File: src/rtl/pcu_pkg.sv
package pcu_pkg;

   typedef enum logic [3:0] {
      K_ADV,
      K_JMP,
      K_CALL,
      K_RET,
      K_SKIP_IMM_EQ,
      K_SKIP_IMM_NE,
      K_SKIP_REG_EQ,
      K_SKIP_REG_NE,
      K_JIDX
   } flow_kind_e;

   typedef enum logic {
      ST_RUN,
      ST_RETWAIT
   } pcu_state_e;

   function automatic logic is_skip(flow_kind_e k);
      return (k == K_SKIP_IMM_EQ) || (k == K_SKIP_IMM_NE) ||
             (k == K_SKIP_REG_EQ) || (k == K_SKIP_REG_NE);
   endfunction

endpackage

File: src/rtl/pcu_decode.sv
module pcu_decode
   import pcu_pkg::*;
#(
   parameter int unsigned INSTR_W         = 16,
   parameter bit          STRICT_REG_SKIP = 1'b1
) (
   input  logic [INSTR_W-1:0] instr_i,
   output flow_kind_e         kind_o
);

   localparam logic [INSTR_W-1:0] RET_WORD = INSTR_W'(16'h00EE);

   logic [3:0] opclass;
   logic       reg_form_ok;

   assign opclass = instr_i[INSTR_W-1 -: 4];

   generate
      if (STRICT_REG_SKIP) begin : g_strict
         assign reg_form_ok = (instr_i[3:0] == 4'h0);
      end else begin : g_loose
         assign reg_form_ok = 1'b1;
      end
   endgenerate

   always_comb begin
      case (opclass)
         4'h0:    kind_o = (instr_i == RET_WORD) ? K_RET : K_ADV;
         4'h1:    kind_o = K_JMP;
         4'h2:    kind_o = K_CALL;
         4'h3:    kind_o = K_SKIP_IMM_EQ;
         4'h4:    kind_o = K_SKIP_IMM_NE;
         4'h5:    kind_o = reg_form_ok ? K_SKIP_REG_EQ : K_ADV;
         4'h9:    kind_o = reg_form_ok ? K_SKIP_REG_NE : K_ADV;
         4'hB:    kind_o = K_JIDX;
         default: kind_o = K_ADV;
      endcase
   end

endmodule

File: src/rtl/pcu_skip_eval.sv
module pcu_skip_eval
   import pcu_pkg::*;
#(
   parameter int unsigned DATA_W = 8
) (
   input  flow_kind_e        kind_i,
   input  logic [DATA_W-1:0] vx_i,
   input  logic [DATA_W-1:0] vy_i,
   input  logic [DATA_W-1:0] imm_i,
   output logic              take_o
);

   logic eq_imm;
   logic eq_reg;

   assign eq_imm = (vx_i == imm_i);
   assign eq_reg = (vx_i == vy_i);

   always_comb begin
      case (kind_i)
         K_SKIP_IMM_EQ: take_o = eq_imm;
         K_SKIP_IMM_NE: take_o = !eq_imm;
         K_SKIP_REG_EQ: take_o = eq_reg;
         K_SKIP_REG_NE: take_o = !eq_reg;
         default:       take_o = 1'b0;
      endcase
   end

endmodule

File: src/rtl/pcu_stack_ptr.sv
module pcu_stack_ptr #(
   parameter int unsigned ADDR_W  = 12,
   parameter int unsigned SP_INIT = 'hEFE
) (
   input  logic              clk,
   input  logic              rst_n,
   input  logic              push_i,
   input  logic              pop_i,
   output logic [ADDR_W-1:0] sp_o,
   output logic [ADDR_W-1:0] slot_o
);

   localparam logic [ADDR_W-1:0] SLOT  = ADDR_W'(2);
   localparam logic [ADDR_W-1:0] SP_RV = ADDR_W'(SP_INIT);

   logic [ADDR_W-1:0] sp_q;

   always_ff @(posedge clk) begin
      if (!rst_n)      sp_q <= SP_RV;
      else if (push_i) sp_q <= sp_q - SLOT;
      else if (pop_i)  sp_q <= sp_q + SLOT;
   end

   assign sp_o   = sp_q;
   assign slot_o = sp_q + SLOT;

   // a call and a return completion are never requested together
   p_push_pop_excl_r4: assert property (@(posedge clk) disable iff (!rst_n)
      !(push_i && pop_i));

   // a completed return moves the pointer up by exactly one slot
   p_pop_moves_up_r5: assert property (@(posedge clk) disable iff (!rst_n)
      pop_i |=> (sp_o == $past(slot_o)));

endmodule

File: src/rtl/pc_flow_unit.sv
module pc_flow_unit
   import pcu_pkg::*;
#(
   parameter int unsigned ADDR_W          = 12,
   parameter int unsigned DATA_W          = 8,
   parameter int unsigned WORD_W          = 16,
   parameter int unsigned INSTR_W         = 16,
   parameter int unsigned RESET_PC        = 'h200,
   parameter int unsigned SP_INIT         = 'hEFE,
   parameter bit          STRICT_REG_SKIP = 1'b1
) (
   input  logic               clk,
   input  logic               rst_n,
   input  logic               step_i,
   input  logic [INSTR_W-1:0] instr_i,
   input  logic [DATA_W-1:0]  vx_i,
   input  logic [DATA_W-1:0]  vy_i,
   input  logic [DATA_W-1:0]  v0_i,
   input  logic [WORD_W-1:0]  mem_rdata_i,
   output logic [ADDR_W-1:0]  pc_o,
   output logic [ADDR_W-1:0]  sp_o,
   output logic               ready_o,
   output logic               mem_we_o,
   output logic               mem_re_o,
   output logic [ADDR_W-1:0]  mem_addr_o,
   output logic [WORD_W-1:0]  mem_wdata_o
);

   localparam logic [ADDR_W-1:0] ONE_INSTR = ADDR_W'(2);
   localparam logic [ADDR_W-1:0] TWO_INSTR = ADDR_W'(4);
   localparam logic [ADDR_W-1:0] PC_RV     = ADDR_W'(RESET_PC);

   // elaboration-time parameter checks
   generate
      if (INSTR_W != ADDR_W + 4) begin : g_bad_instr_w
         $error("instruction width must equal address width plus a 4-bit class");
      end
      if (DATA_W > ADDR_W) begin : g_bad_data_w
         $error("register width may not exceed address width");
      end
      if (ADDR_W > WORD_W) begin : g_bad_word_w
         $error("a return address must fit in one memory word");
      end
      if ((RESET_PC % 2) != 0 || (SP_INIT % 2) != 0) begin : g_bad_align
         $error("reset counter and stack pointer must be even");
      end
   endgenerate

   flow_kind_e        kind;
   pcu_state_e        state_q, state_d;
   logic              take_skip;
   logic              accept;
   logic              push, pop;
   logic [ADDR_W-1:0] pc_q, pc_d;
   logic [ADDR_W-1:0] sp, slot;
   logic [ADDR_W-1:0] pc_seq, pc_skip, field, jidx_tgt;
   logic              unused_rdata_hi;

   assign unused_rdata_hi = ^mem_rdata_i[WORD_W-1:ADDR_W];

   pcu_decode #(
      .INSTR_W        (INSTR_W),
      .STRICT_REG_SKIP(STRICT_REG_SKIP)
   ) u_decode (
      .instr_i(instr_i),
      .kind_o (kind)
   );

   pcu_skip_eval #(
      .DATA_W(DATA_W)
   ) u_skip (
      .kind_i(kind),
      .vx_i  (vx_i),
      .vy_i  (vy_i),
      .imm_i (instr_i[DATA_W-1:0]),
      .take_o(take_skip)
   );

   pcu_stack_ptr #(
      .ADDR_W (ADDR_W),
      .SP_INIT(SP_INIT)
   ) u_sp (
      .clk   (clk),
      .rst_n (rst_n),
      .push_i(push),
      .pop_i (pop),
      .sp_o  (sp),
      .slot_o(slot)
   );

   assign field    = instr_i[ADDR_W-1:0];
   assign pc_seq   = pc_q + ONE_INSTR;
   assign pc_skip  = pc_q + TWO_INSTR;
   assign jidx_tgt = field + ADDR_W'(v0_i);
   assign accept   = step_i && (state_q == ST_RUN);

   always_comb begin
      pc_d        = pc_q;
      state_d     = state_q;
      push        = 1'b0;
      pop         = 1'b0;
      mem_we_o    = 1'b0;
      mem_re_o    = 1'b0;
      mem_addr_o  = '0;
      mem_wdata_o = '0;
      if (state_q == ST_RETWAIT) begin
         pc_d    = mem_rdata_i[ADDR_W-1:0];
         pop     = 1'b1;
         state_d = ST_RUN;
      end else if (step_i) begin
         case (kind)
            K_JMP:  pc_d = field;
            K_JIDX: pc_d = jidx_tgt;
            K_CALL: begin
               pc_d        = field;
               push        = 1'b1;
               mem_we_o    = 1'b1;
               mem_addr_o  = sp;
               mem_wdata_o = WORD_W'(pc_seq);
            end
            K_RET: begin
               mem_re_o   = 1'b1;
               mem_addr_o = slot;
               state_d    = ST_RETWAIT;
            end
            K_SKIP_IMM_EQ, K_SKIP_IMM_NE, K_SKIP_REG_EQ, K_SKIP_REG_NE:
               pc_d = take_skip ? pc_skip : pc_seq;
            default: pc_d = pc_seq;
         endcase
      end
   end

   always_ff @(posedge clk) begin
      if (!rst_n) begin
         pc_q    <= PC_RV;
         state_q <= ST_RUN;
      end else begin
         pc_q    <= pc_d;
         state_q <= state_d;
      end
   end

   assign pc_o    = pc_q;
   assign sp_o    = sp;
   assign ready_o = (state_q == ST_RUN);

   // reset puts the counter at the code start and the unit ready
   p_reset_state_r1: assert property (@(posedge clk)
      !rst_n |=> (pc_o == PC_RV && ready_o && !mem_we_o && !mem_re_o));

   // never a read and a write in one cycle
   p_one_request_r5: assert property (@(posedge clk) disable iff (!rst_n)
      !(mem_we_o && mem_re_o));

   // an accepted return leaves the unit not ready for one cycle
   p_ret_waits_r5: assert property (@(posedge clk) disable iff (!rst_n)
      (accept && kind == K_RET) |=> !ready_o);

   // the wait cycle loads the counter from memory only, then ready returns
   p_ret_loads_r6: assert property (@(posedge clk) disable iff (!rst_n)
      !ready_o |=> (ready_o && pc_o == $past(mem_rdata_i[ADDR_W-1:0])));

   // a call writes to the current pointer and moves the pointer down
   p_call_slot_r4: assert property (@(posedge clk) disable iff (!rst_n)
      mem_we_o |=> (sp_o == $past(mem_addr_o) - ONE_INSTR));

   // a skip moves the counter by one or two instructions
   p_skip_span_r7: assert property (@(posedge clk) disable iff (!rst_n)
      (accept && is_skip(kind)) |=>
         (pc_o == $past(pc_o) + ONE_INSTR || pc_o == $past(pc_o) + TWO_INSTR));

   // no step while ready leaves everything still
   p_idle_hold_r11: assert property (@(posedge clk) disable iff (!rst_n)
      (!step_i && ready_o) |=> ($stable(pc_o) && $stable(sp_o)));

endmodule

File: config.mk
export PLATFORM = sky130hd
export DESIGN_NAME = pc_flow_unit
export DESIGN_NICKNAME = d
export VERILOG_FILES = /design/src/rtl/pcu_pkg.sv /design/src/rtl/pcu_decode.sv /design/src/rtl/pcu_skip_eval.sv /design/src/rtl/pcu_stack_ptr.sv /design/src/rtl/pc_flow_unit.sv
export SDC_FILE = /design/constraint.sdc
export NUM_CORES = 1
export LEC_CHECK = 0
export ABC_AREA = 1
export BUFFER_PORTS_ARGS = -buffer_cell sky130_fd_sc_hd__buf_4
export CAP_MARGIN = 20
export CORE_UTILIZATION = 50
export CTS_CLUSTER_DIAMETER = 50
export DETAILED_ROUTE_END_ITERATION = 6
export GPL_ROUTABILITY_DRIVEN = 0
export PLACE_DENSITY = 0.81
export SETUP_SLACK_MARGIN = 0.1
export SLEW_MARGIN = 25
export SYNTH_ARGS = -nofsm -noshare
export SYNTH_HDL_FRONTEND = slang
export SYNTH_SLANG_ARGS = --single-unit
export TNS_END_PERCENT = 20
File: constraint.sdc
create_clock -name clk -period 2.7 [get_ports clk]
set_input_delay 0.675 -clock clk [delete_from_list [all_inputs] [get_ports clk]]
set_output_delay 0.675 -clock clk [all_outputs]
set_load 0.02 [all_outputs]
Yosys cells after proc, flatten, opt, wreduce, memory -nomap -nowiden
Cells that the tools add are included.

Bits in registers: 25. Bits of input ports: 59. Logic and storage cells: 61.

Reduce and logical (&&, ||, !) cells: 9. Eq/ne operators: 19. Mux-type cells: 24. Add/subtract/negate cells: 5. Bitwise logic cells: 1.

Operator list (count): 12-bit 2-to-1 mux (10); 12-bit case mux with 4 select lines (1); 4-bit case mux with 8 select lines (1); 12-bit by 2-bit adder with 12-bit output (second input constant) (2); 4-bit by 3-bit == test with 1-bit output (second input constant) (6); 12-bit case mux with 2 select lines (1); 16-bit by 8-bit == test with 1-bit output (second input constant) (1); 4-bit by 2-bit == test with 1-bit output (second input constant) (4); 8-bit == test (2); 12-bit by 3-bit adder with 12-bit output (second input constant) (1); 12-bit by 8-bit adder with 12-bit output (1); 4-bit == test (second input constant) (3); 12-bit by 2-bit subtractor with 12-bit output (second input constant) (1); 4-bit by 1-bit == test with 1-bit output (second input constant) (2); 4-bit logical NOT (2); 1-bit 2-to-1 mux (7); 3-bit 2-to-1 mux (2); 1-bit case mux with 4 select lines (1); 2-bit nonzero test (2); 4-bit OR reduction (1); 1-bit logical NOT (2); 2-bit 2-to-1 mux (1); 2-bit inequality test (second input constant) (1); 2-bit AND reduction (1); other kinds (2) (2).

Longest topological paths before layout
Gate-level depths: netlist of run 1.

Depth after elaboration: 9. Mapped depth: 16. Mapped depth without buffers: 15.

By module
A second synthesis of run 1 with hierarchy kept.

Cell total of the unflattened synthesis: 638. Area, all modules: 3570.9 um2.

By module, submodules not included: pc_flow_unit (area each 2134.5 um2, seq. area each 260.2 um2, cells each 385, times used 1); pcu_stack_ptr (area each 940.9 um2, seq. area each 220.2 um2, cells each 146, times used 1); pcu_skip_eval (area each 302.8 um2, seq. area each 0.0 um2, cells each 60, times used 1); pcu_decode (area each 192.7 um2, seq. area each 0.0 um2, cells each 47, times used 1).

Worst setup path after synthesis of run 1
Ideal clock, no wire load.

Path kind: input to output. From: in instr_i[14]. To: out mem_addr_o[11]. Data arrival time: 2251 ps. Path buffers: 0. Stages: 9. Setup slack: -226 ps. Required time: 2025 ps. Path through: inv_1 nand2_1 inv_1 nand3_1 nor2_1 nand2_1 nor2_1 clkinv_1 o22ai_1.

Longest elaborated chain between the ends: 7. Elaborated cells between the ends (all ways): 16.

Ends and longest elaborated chain: from (decl) (RTL line pc_flow_unit.sv:15) `input logic [INSTR_W-1:0] instr_i,`; 16-bit by 8-bit == test with 1-bit output (RTL line pcu_decode.sv:28) `4'h0: kind_o = (instr_i == RET_WORD) ? K_RET : K_ADV;`; 2-bit 2-to-1 mux (RTL line pcu_decode.sv:28); 4-bit case mux with 8 select lines * (RTL line pcu_decode.sv:27) `case (opclass)`; 4-bit by 2-bit == test with 1-bit output (RTL line pc_flow_unit.sv:111) `case (kind)`; 12-bit case mux with 2 select lines * (RTL line pc_flow_unit.sv:111); 12-bit 2-to-1 mux * (RTL line pc_flow_unit.sv:110) `end else if (step_i) begin`; 12-bit 2-to-1 mux * (RTL line pc_flow_unit.sv:106) `if (state_q == ST_RETWAIT) begin`; to (decl) (RTL line pc_flow_unit.sv:25) `output logic [ADDR_W-1:0] mem_addr_o,`.

Every way passes the cells marked *; elsewhere a longest branch is shown, timed or not.

Worst setup path after layout of run 1
From: reg u_sp.sp_q[2], in the netlist u_sp.sp_o[2]. To: out mem_addr_o[10].

Longest elaborated chain between the ends: 4.

Ends and longest elaborated chain: from (decl) (RTL line pcu_stack_ptr.sv:16) `logic [ADDR_W-1:0] sp_q;`; from (signal assigned) (RTL line pcu_stack_ptr.sv:20) `else if (push_i) sp_q <= sp_q - SLOT;`; from (signal assigned) (RTL line pcu_stack_ptr.sv:21) `else if (pop_i) sp_q <= sp_q + SLOT;`; 12-bit by 2-bit adder with 12-bit output (RTL line pcu_stack_ptr.sv:25) `assign slot_o = sp_q + SLOT;`; 12-bit case mux with 2 select lines (RTL line pc_flow_unit.sv:111); 12-bit 2-to-1 mux (RTL line pc_flow_unit.sv:110); 12-bit 2-to-1 mux (RTL line pc_flow_unit.sv:106).

No other way between the ends.

==> results of run 1 <==
-- worst max-delay path, stage by stage (launching register included) --
cell     delay [ns]
dfxtp_4        0.39
inv_1          0.12
nor3_4         0.24
nand3_2        0.13
nor3_4         0.19
nand3_1        0.14
xor2_2         0.16
nand2_1        0.06
o21ai_1        0.09
buf_4          0.16
-- sequential cells by signal, indices dropped and copies added, names as in the netlist --
signal     count
pc_o          12
u_sp.sp_o     11
state_q        1
-- placed cells by master (no fill, tap or decap), types with 8 or more instances in the layout --
cell     count
o22ai_4      8
inv_1       51
nand2_1    103
xnor2_1     15
buf_6       12
xor2_1      21
nor2_1      48
o21ai_1     11
nand4_1     14
o21ai_0     25
a21oi_1     31
dfxtp_1     19
inv_2       11
buf_4      108
ha_1        11
nand3_1     36
-- logic make-up (layout without fill, tap and decap cells) --
kind of cell	Yosys count	after routing	share of synthesized area, %
fa+ha+maj	13	13	5.533
buf+inv	87	198	12.00
other cells	1	6	0.1219
xor+xnor	39	39	11.11
simple gates	245	245	36.86
compound gates	99	99	18.76
flops	24	24	15.62
-- path summary, 6_finish.rpt --
path              depth (start not counted)         start  slack [ns]              to
hold reg to reg                           2       pc_o[0]        0.52         pc_o[0]
hold / removal                            2       pc_o[0]        0.52         pc_o[0]
setup / recovery                          9  u_sp.sp_o[2]        0.06  mem_addr_o[10]
setup reg to reg                          9  u_sp.sp_o[1]        0.67   u_sp.sp_o[11]
-- through the flow --
step	setup WS [ns]	area [um2]	TNS, ns	power (mW)
2_1_floorplan	0.06180	3229	0	0.6906
3_3_place_gp	0.08882	4083	0	0.8446
3_5_place_dp	0.03679	4083	0	0.8576
4_1_cts	0.09042	4319	0	1.189
5_1_grt	-0.05267	4419	-0.07971	1.283
6_report	0.06097	4419	0	1.224
-- what timing repair did --
item	CTS	global route
cloned	1	0
buffers inserted	7	2
resized for setup	34	24
pin swaps	16	6
hold endpoints to repair	0	0
endpoints found under the setup margin	9	22
-- power by group --
part,switching (mW),internal [mW],total (mW)
Combinational,0.281,0.210,0.490
Clock,0.138,0.199,0.337
Sequential,0.0275,0.369,0.397
-- layout make-up --
class,instances,area [um2]
flip-flops and latches,24,491.7
repair inverters,1,8.758
inverters,71,289.0
multi-input cells,402,2484
well taps,75,93.84
clock inverters,1,30.03
repair buffers,122,980.9
clock buffers,3,41.29
fillers,489,1501
-- per-layer routing --
metal / GRT usage [%] / up-vias / share of wire (%)
li1: - / 1915 / -
met1: 40.67 / 1789 / 41
met2: 54.66 / 232 / 49
met3: 3.068 / 24 / 8.8
met4: 9.464 / 0 / 1.9
met5: 0 / - / 0
==> flow_metrics.env, run 1 <==
export IMPL_via_per_inst=5.665
export IMPL_ys_seq_elements=24
export IMPL_yosys_cell_types_count=46
export IMPL_seq_area_frac_synth_pct=15.62
export IMPL_cts_buffers=3
export IMPL_finClkSkew_ns=0.004876
export IMPL_syn_area_per_cell_um2=6.054
export IMPL_fmax_mhz=378.9
export IMPL_drive_gt1_share_pct=31.73
export IMPL_outcome="finished, final reports clean"
export IMPL_slew_violations=0
export IMPL_fp_dieW_um=80.43
export IMPL_wl_per_cell_um=14.79
export IMPL_ant_nets=0
export IMPL_required_ns=2.03
export IMPL_wirelength_um=10340
export IMPL_ios=114
export IMPL_hold_viol_final=0
export IMPL_cp_start_kind="flop"
export IMPL_clkLatencyLatePin_ns=0.28
export IMPL_clk_pin_slew_worst_paths_ns=0.10
export IMPL_grt_antenna_before_repair=0
export IMPL_timing_final_crit_share_pct=97.74
export IMPL_synth_top_cells_by_count="106 x nand2_1, 59 x inv_1, 54 x nor2_1, 39 x nand3_1, 31 x a21oi_1"
export IMPL_end_kind="primary output"
export IMPL_start_util_pct=51.94
export IMPL_clock_sinks=24
export IMPL_grt_pass1_wl_um=16080
export IMPL_areaGrowthSynthToFinish_pct=43.69
export IMPL_drv_cap=0
export IMPL_nets=697
export IMPL_async_flop_share_pct=0
export IMPL_final_cells=699
export IMPL_rsz0062_at_grt="true"
export IMPL_utilization_pct=74.64
export IMPL_setup_violations=0
export IMPL_synth_most_common_cell="nand2_1"
export IMPL_min_path_type="reg -> reg"
export IMPL_yosys_most_used_dff="dfxtp_1"
export IMPL_drt_iter0_drc=234
export IMPL_peakVddDrop_uv=196.6
export IMPL_hpwl_um=7859
export IMPL_netlist_instances=508
export IMPL_p_leak_nw=2.119
export IMPL_grt_pass1_vias=3521
export IMPL_crit_arrival_ns=1.96
export IMPL_yosysWarningCount=0
export IMPL_cts_hold_buf=0
export IMPL_grt_usage_pct=31.50
export IMPL_synth_top_area_share_pct=15.62
export IMPL_grt_overflow_total=0
export IMPL_cts_tree="yes"
export IMPL_worstPathMaxFanout=5
export IMPL_grt_start_max_net_pins=16
export IMPL_yosys_area_top_type="dfxtp_1"
export IMPL_ys_top_cells_by_area="dfxtp_1 16%, nand2_1 13%, inv_1 7.2%"
export IMPL_drcViolationCount=0
export IMPL_dieArea_um2=6468
export IMPL_min_period_ns=2.639
export IMPL_die_h_um=80.43
export IMPL_synth_edf_count=0
export IMPL_clockRootBuffer="clkbuf_8"
export IMPL_h_tree_depth=1
export IMPL_dr_pass1_iters=7
export IMPL_syn_area_um2=3075
export IMPL_power_density_nw_per_um2=276.9
export IMPL_num_vias=3960
export IMPL_io_buffers=103
export IMPL_clockBufferDepth=2
export IMPL_crit_type="reg -> out"
export IMPL_row_count=28
export IMPL_core_area_um2=5921
export IMPL_dp_cells=685
export IMPL_diodes=0
export IMPL_holdWs_ns=0.5207
(Power assumes the default switching activity.)
==> run 2, diff against run 1 <==
--- a/config.mk
+++ b/config.mk
@@ -8,6 +8,7 @@
 export ABC_AREA = 1
 export BUFFER_PORTS_ARGS = -buffer_cell sky130_fd_sc_hd__buf_4
 export CAP_MARGIN = 20
+export CORE_ASPECT_RATIO = 0.7
 export CORE_UTILIZATION = 50
 export CTS_CLUSTER_DIAMETER = 50
 export DETAILED_ROUTE_END_ITERATION = 6
==> flow_metrics.env, run 2 (synthesized netlist as in run 1, its figures left out) <==
export IMPL_dp_cells=689
export IMPL_timing_final_crit_share_pct=100.9
export IMPL_seqCellArea_um2=494.2
export IMPL_final_cell_mix="122 x buf_4, 103 x nand2_1, 51 x inv_1"
export IMPL_violations="setup timing"
export IMPL_ios=114
export IMPL_placed_area_um2=4113
export IMPL_p_seq_share_pct=33.8
export IMPL_crit_type="reg -> out"
export IMPL_hold_viol_final=0
export IMPL_switching_share_pct=38.84
export IMPL_cp_start_kind="flop"
export IMPL_p_sw_mw=0.4581
export IMPL_start_util_pct=52.91
export IMPL_clkLatencyLatePin_ns=0.29
export IMPL_largest_register_ffs=12
export IMPL_final_cell_area_um2=4512
export IMPL_finClkSkew_ns=0.009113
export IMPL_clock_sinks=24
export IMPL_cts_tree="yes"
export IMPL_grt_start_max_net_pins=16
export IMPL_end_kind="primary output"
export IMPL_required_ns=2.03
export IMPL_fmax_mhz=367.2
export IMPL_grt_usage_pct=33.61
export IMPL_wl_per_cell_um=15.92
export IMPL_die_h_um=67.62
export IMPL_holdWs_ns=0.5254
export IMPL_intPower_mw=0.7214
export IMPL_cts_hold_buf=0
export IMPL_h_tree_depth=1
export IMPL_min_period_ns=2.723
export IMPL_num_vias=4138
export IMPL_p_leak_nw=2.159
export IMPL_clk_pin_slew_worst_paths_ns=0.10
export IMPL_rsz0062_at_grt="true"
export IMPL_dp_slack_ns=0.01457
export IMPL_drive_gt1_share_pct=33.96
export IMPL_num_fill_cells=453
export IMPL_drt_iter0_drc=411
export IMPL_cts_buffers=3
export IMPL_final_common_cell="buf_4"
export IMPL_clockRootBuffer="clkbuf_8"
export IMPL_fp_dieW_um=95.74
export IMPL_grt_pass1_vias=3680
export IMPL_slew_violations=0
export IMPL_pwr_share_clk_pct=22.6
export IMPL_core_area_um2=5813
export IMPL_grt_pass1_wl_um=16840
export IMPL_outcome="finished, violations left"
export IMPL_ant_nets=0
export IMPL_clockBufferDepth=2
export IMPL_nets=709
export IMPL_peakVddDrop_uv=208.7
export IMPL_multi_input_area_um2=2509
export IMPL_hpwl_um=8297
export IMPL_setup_violations=2
export IMPL_via_per_inst=5.820
export IMPL_min_path_type="reg -> reg"
export IMPL_dr_pass1_iters=6
export IMPL_grt_antenna_before_repair=0
export IMPL_io_buffers=103
export IMPL_p_comb_share_pct=43.6
export IMPL_max_slew_worst_pin_slew_ns=0.5798
export IMPL_dieArea_um2=6473
export IMPL_power_density_nw_per_um2=261.4
export IMPL_grt_overflow_total=0
export IMPL_row_count=23
export IMPL_areaGrowthSynthToFinish_pct=46.70
export IMPL_crit_arrival_ns=2.05
export IMPL_relSlewSlack_pct=61.35
export IMPL_final_cells=711
export IMPL_diodes=0
export IMPL_drcViolationCount=0
export IMPL_drv_cap=0
export IMPL_wirelength_um=11320
export IMPL_worst_slack_ns=-0.02296
export IMPL_worstPathMaxFanout=5
==> run 2: final timing paths <==
check	startpoint	endpoint	slack [ns]	depth (start not counted)
max reg2reg	u_sp.sp_o[1]	u_sp.sp_o[11]	0.51	10
min	pc_o[0]	pc_o[0]	0.53	2
max	u_sp.sp_o[1]	mem_addr_o[8]	-0.02	8
min reg2reg	pc_o[0]	pc_o[0]	0.53	2
==> run 2: stage by stage <==
step	utilization (%)	power (mW)	setup TNS (ns)
after detailed placement	70.75	0.8661	0
after global routing	77.62	1.234	-0.2393
final	77.62	1.180	-0.03699
after floorplan	-	0.6906	0
after global placement	70.75	0.8557	0
after CTS	75.05	1.139	0
==> run 2: area by class of cell <==
class | count | share of cell area (%)
multi-input cells | 402 | 55.60
repair buffers | 134 | 23.57
flip-flops and latches | 24 | 10.95
inverters | 71 | 6.378
well taps | 75 | 2.080
clock buffers | 4 | 1.220
repair inverters | 1 | 0.1941
==> run 2: timing repair <==
action | in CTS | in global routing
buffers inserted | 8 | 9
pin swaps | 12 | 11
setup endpoints to repair | 12 | 22
resized for setup | 33 | 28
gates cloned | 1 | 0
==> run 2: routing by layer <==
layer / up-vias / global-route usage, % / wire (um)
met3: 41 / 5.405 / 1135
met1: 1906 / 45.61 / 4753
met4: 0 / 13.06 / 338
met5: - / 0 / 0
met2: 256 / 53.39 / 5094
li1: 1935 / - / -
==> run 2: critical path: stages, from the launching register on <==
cell,delay (ns)
dfxtp_4,0.39
clkinvlp_4,0.14
nor3_4,0.25
nand3_2,0.14
nor3_4,0.25
buf_4,0.17
xor2_4,0.18
o22ai_4,0.10
buf_6,0.14
==> run 2: power by group through the flow <==
stage / registers (mW) / clock network [mW] / logic (mW)
2_1_floorplan: 0.415 / 0 / 0.276
3_3_place_gp: 0.403 / 0 / 0.453
3_5_place_dp: 0.403 / 0 / 0.463
4_1_cts: 0.396 / 0.261 / 0.481
5_1_grt: 0.401 / 0.276 / 0.557
6_report: 0.399 / 0.266 / 0.514
